## src/rtl/mac_early_term.sv

```systemverilog
module mac_early_term #(
  parameter int W     = 32,
  parameter int SLICE = 8
) (
  input  logic         clk,
  input  logic         rst_n,
  input  logic         start,
  input  logic [W-1:0] acc_in,
  input  logic [W-1:0] mcand,
  input  logic [W-1:0] mplier,
  input  logic         set_flags,
  input  logic         compressed,
  output logic         busy,
  output logic         done,
  output logic [W-1:0] result,
  output logic         flag_n,
  output logic         flag_z
);
  localparam int NSTEP = W / SLICE;
  localparam int CW    = $clog2(NSTEP + 1);

  logic [W-1:0]  acc_r, mc_r, mp_r;
  logic [CW-1:0] left_r, steps;
  logic          busy_r, done_r, upd_r, n_r, z_r;

  always_comb begin
    steps = CW'(1);
    for (int j = 1; j < NSTEP; j++) begin
      logic [W-1:0] hi;
      hi = $signed(mp_in_sx(mplier)) >>> (j * SLICE);
      if (hi != '0 && hi != '1) steps = steps + CW'(1);
    end
  end

  function automatic logic [W-1:0] mp_in_sx(input logic [W-1:0] v);
    return v;
  endfunction

  wire           last = (left_r == CW'(1));
  wire           ext  = last & mp_r[W-1];
  wire [W-1:0]   term = mc_r * {{(W-SLICE){ext}}, mp_r[SLICE-1:0]};
  wire [W-1:0]   sum  = acc_r + term;

  always_ff @(posedge clk) begin
    if (!rst_n) begin
      acc_r  <= '0;
      mc_r   <= '0;
      mp_r   <= '0;
      left_r <= '0;
      busy_r <= 1'b0;
      done_r <= 1'b0;
      upd_r  <= 1'b0;
      n_r    <= 1'b0;
      z_r    <= 1'b0;
    end else begin
      done_r <= 1'b0;
      if (start && !busy_r) begin
        acc_r  <= acc_in;
        mc_r   <= mcand;
        mp_r   <= mplier;
        left_r <= steps;
        busy_r <= 1'b1;
        upd_r  <= set_flags | compressed;
      end else if (busy_r) begin
        acc_r  <= sum;
        mc_r   <= mc_r << SLICE;
        mp_r   <= $signed(mp_r) >>> SLICE;
        left_r <= left_r - CW'(1);
        if (last) begin
          busy_r <= 1'b0;
          done_r <= 1'b1;
          if (upd_r) begin
            n_r <= sum[W-1];
            z_r <= (sum == '0);
          end
        end
      end
    end
  end

  assign busy   = busy_r;
  assign done   = done_r;
  assign result = acc_r;
  assign flag_n = n_r;
  assign flag_z = z_r;
endmodule

```

## config.mk

```make
export PLATFORM = sky130hd
export DESIGN_NAME = mac_early_term
export DESIGN_NICKNAME = d
export VERILOG_FILES = /design/src/rtl/mac_early_term.sv
export SDC_FILE = /design/constraint.sdc
export NUM_CORES = 1
export LEC_CHECK = 0
export ABC_AREA = 1
export CAP_MARGIN = 5
export CORE_MARGIN = 10
export CORE_UTILIZATION = 31
export DETAILED_ROUTE_END_ITERATION = 10
export GPL_ROUTABILITY_DRIVEN = 0
export SYNTH_ARGS = -nofsm -noshare
export SYNTH_HDL_FRONTEND = slang
export SYNTH_SLANG_ARGS = --single-unit
```

## constraint.sdc

```tcl
create_clock -name clk -period 5.8 [get_ports clk]
set_input_delay 1.16 -clock clk [delete_from_list [all_inputs] [get_ports clk]]
set_output_delay 1.16 -clock clk [all_outputs]
set_load 0.005 [all_outputs]
```

==> metrics.md <==
| Metric | Value |
|---|---|
| Number of standard cells in the final layout excluding fillers | around 2,700 |
| Lkg Pwr | 8.32 nW |
| Syn Inst Count | between 2,000 and 2,500 |
| Startpoint-to-endpoint class of the critical path | register to register |
| Cell with the most instances after synthesis | sky130_fd_sc_hd__nand2_1 |
| Post-synth top flop | sky130_fd_sc_hd__dfxtp_1 |
| Reg-to-reg startpoint | left_r[1] |
| Hold Crit Start | result[26] |
| Asr flop ratio synth | 0% |
| Setup-violating endpoint count in the final report | 0 |
| Row count | 78 |
| CTS root buf | sky130_fd_sc_hd__clkbuf_16 |
| IO Pins | 137 |
| Post-CTS setup buffer count | 0 |
| Crit-path max FO | 21 |
| Share of synthesized cell area in and, or, nand and nor gates | ~25% |
| Cell area reported after detailed placement | 16,200 um^2 |
| Level count of the clock H-tree | 3 |
| Net switching fraction of the power | 40.7% |
| Cell types with the largest area share after synthesis | sky130_fd_sc_hd__fa_1 29%, sky130_fd_sc_hd__nand2_1 17%, sky130_fd_sc_hd__dfxtp_1 15% |
| CTS max path bufs | 2 |
| Gates resized, CTS repair | 0 |
| Internal Pwr Total | around 1.5 mW |
| Launching instance or port of the critical path | left_r[1] |
| FF+latch area | between 2000 and 2500 um^2 |
| Logic gate share of total power | about two fifths |
| TritonCTS clock tree | built |
| Largest net degree at the start of global routing | 75 |
| DRC viols | 0 |
| Count of synthesis-stage warnings from yosys | 0 |
| Number of enable flip-flop cells after synthesis | 0 |
| Post-Place Cells | about 2,700 |
| Combined area of all synthesized cells | between 10,000 and 15,000 um^2 |
| Initial antenna violation count | 0 |
| First-pass GRT wire length | 73,600 um |
| Total power draw | 2.50 mW |
| Max cap viols | 0 |
| Via count normalized by instance count | around 4.7 |
| Total Routing Usage GR | 17.2% |
| Vias in the first global route | roughly 13,000 |
| Util after Layout | 36.6% |
| Main combinational cell family by area after synthesis | adder cells |
| Min Clock Period, post-route | around 5600 ps |
| Number of fill cells | 4,713 |
| Clock transition at path regs | about 90 ps |
| Finished Cell Area | 16,500 um^2 |
| Starting DRC count in detailed routing | 1,009 |
| Average cell area after synthesis | between 6 and 7 um^2 |
| Half-perimeter wire length of the detailed placement result | 36,900 um |
| Tightest slew margin relative to the limit | 38.9% |
| Power per standard cell area | around 150 nW/um^2 |
| Height of the die | around 230 um |
| Share of cell area taken by muxes after synthesis | 0% |
| Clock latency reported for the late side of the worst-skew pair | roughly 380 ps |
| Endpoint arrival time on the critical path | ~5900 ps |
| Routed wire length | 46,200 um |
| Share of synthesized area occupied by flip-flops and latches | 14.8% |
| Average wire length per cell after detail routing | 16.9 um |
| Part of the power in the clock network | 26.6% |
| Number of hold violations in the final report | 0 |
| Chip width | around 230 um |
| Setup total negative slack | 0 ps |
| Final Skew | between 20 and 25 ps |
| Hold-fix buffer count after cts | 0 |
| Clock sink total | roughly 100 |
| Sort of element at the start of the critical path | register |
| Antenna fix cells | 0 |
| Layout Area Growth over Synthesis | 17.2% |
| Result of the run | completed |
| Synthesized net count | 2,422 |
| Share of synthesized cell area in full adder, half adder and majority cells | 36.4% |
| Total number of vias | between 10,000 and 15,000 |
| Required time at the endpoint of the critical path | 6120 ps |
| Achievable clock frequency | ~180 MHz |
| Reg power frac | 34.2% |
| First-pass detailed-route iteration total | 5 |
| Max IR drop VDD | between 0.1 and 0.15 mV |
| Number of distinct standard cells referenced by the synthesized netlist | 40 |
| Library cell occupying the most area in the post-synthesis netlist | sky130_fd_sc_hd__fa_1 |
| Fraction of the cycle the final worst path needs | between 90% and 100% |
| Synthesis-stage register bit count | ~100 |
| Post-DRT Antenna Nets | 0 |
| Starting Density | a little under a third |
| Share of layout cells above drive strength 1 | around 4.8% |
| I/O Buffers | about 140 |
| Post-synthesis share of cell area spent on xor and xnor gates | approximately 1.1% |
| Slew of the pin with the lowest slew margin | between 900 and 1000 ps |
| Number of buffers created by CTS | 9 |
| Total grt overflow | 0 |
| Area of the multi-input gates | ~9800 um^2 |
| Final-stage net count | 2,513 |
| Switching power total | 1.02 mW |
| Placeable core area | about 45,000 um^2 |
| DIE AREA | about 54,000 um^2 |
| Synth Area in Compound Gates | 6.74% |
| Setup crit end kind | register |
| Min-Delay Path Class | register to register |
| Area fraction of the dominant cell type after synthesis | 29.4% |
| Most used standard cells in the synthesized netlist | 639 x sky130_fd_sc_hd__nand2_1, 510 x sky130_fd_sc_hd__inv_1, 207 x sky130_fd_sc_hd__fa_1, 104 x sky130_fd_sc_hd__dfxtp_1, 82 x sky130_fd_sc_hd__nor2_1 |
| Number of max-slew violations in the final report | 0 |
flip-flops by register name, summed over array words and instances (netlist names):
register and flops:
result 32, left_r 3, mp_r 32, mc_r 32, done 1, flag_z 1
flag_n 1, upd_r 1, busy 1
cell usage in the layout, fill, tap and decap left out, types with 8 or more instances in the layout:
cell type                         instances
sky130_fd_sc_hd__nand3_1                 75
sky130_fd_sc_hd__o211ai_1                20
sky130_fd_sc_hd__a31oi_1                 24
sky130_fd_sc_hd__a21oi_1                 45
sky130_fd_sc_hd__nand2_1                634
sky130_fd_sc_hd__inv_1                  510
sky130_fd_sc_hd__nand4_1                 15
sky130_fd_sc_hd__dfxtp_1                103
sky130_fd_sc_hd__nand2_2                 13
sky130_fd_sc_hd__fa_1                   207
sky130_fd_sc_hd__ha_1                    78
sky130_fd_sc_hd__nor4_1                   8
sky130_fd_sc_hd__buf_4                   33
sky130_fd_sc_hd__xor2_1                  10
sky130_fd_sc_hd__o21ai_0                 41
sky130_fd_sc_hd__clkbuf_16                9
sky130_fd_sc_hd__clkdlybuf4s50_1        135
sky130_fd_sc_hd__nor2_1                  79
cells by family after synthesis:
group,count (synthesis)
AO/OA/AOI/OAI,161
XOR/XNOR,18
adder cells (fa/ha/maj),286
buffers and inverters,608
flip-flops,104
AND/OR/NAND/NOR,858
worst paths after layout:
check	slack, ps	to	cells after the start
worst max-delay path	210	flag_z	26
worst min register to register	530	result[26]	2
worst min-delay path	530	result[26]	2
worst max register to register	210	flag_z	26
worst max-delay path, stage by stage (launching register included):
cell	delay, ps
sky130_fd_sc_hd__dfxtp_1	320
sky130_fd_sc_hd__inv_1	70
sky130_fd_sc_hd__ha_1	210
sky130_fd_sc_hd__nand3_1	130
sky130_fd_sc_hd__buf_8	210
sky130_fd_sc_hd__nor2_1	80
sky130_fd_sc_hd__fa_1	510
sky130_fd_sc_hd__inv_1	50
sky130_fd_sc_hd__fa_1	470
sky130_fd_sc_hd__fa_1	560
sky130_fd_sc_hd__fa_1	440
sky130_fd_sc_hd__fa_1	490
sky130_fd_sc_hd__inv_1	40
sky130_fd_sc_hd__ha_2	380
sky130_fd_sc_hd__nand2_2	140
sky130_fd_sc_hd__nor2_2	160
sky130_fd_sc_hd__nor3b_2	260
sky130_fd_sc_hd__nand2_1	100
sky130_fd_sc_hd__nand3_2	150
sky130_fd_sc_hd__nand2_1	90
sky130_fd_sc_hd__nand3_2	70
sky130_fd_sc_hd__nand3_2	80
sky130_fd_sc_hd__nand2_1	110
sky130_fd_sc_hd__nand3_1	80
sky130_fd_sc_hd__nor2_1	110
sky130_fd_sc_hd__nand4_1	90
sky130_fd_sc_hd__a21oi_1	120
area by class of cell:
| type | count | area share, % |
|---|---|---|
| clock buffers | 9 | 1.36 |
| clock inverters | 7 | 0.431 |
| inverters | 515 | 11.7 |
| multi-input cells | 1323 | 59.2 |
| flip-flops and latches | 104 | 12.6 |
| well taps | 600 | 4.54 |
| repair buffers | 173 | 10.1 |
layer usage:
layer	vias up	wire (um)	track usage (%)
li1	6166	-	-
met4	0	1020	4.70
met1	6177	20700	22.6
met5	-	0	0
met2	479	21500	28.6
met3	57	3010	2.89
metrics by stage:
| step | hold slack [ps] | setup slack (ps) |
|---|---|---|
| floorplan | 460 | 765 |
| global placement | 501 | 240 |
| detailed placement | 512 | 162 |
| CTS | 526 | 145 |
| global route | 543 | -14.5 |
| finish | 526 | 211 |
power by group through the flow:
stage               Combinational (mW)  Clock (mW)  Sequential, mW
finish                           0.979       0.664           0.853
global placement                 0.953           0           0.869
floorplan                        0.609           0           0.814
global route                      1.10       0.703           0.861
CTS                              0.971       0.677           0.852
detailed placement               0.968           0           0.868
Note: power is estimated with default switching activity, not from simulation.
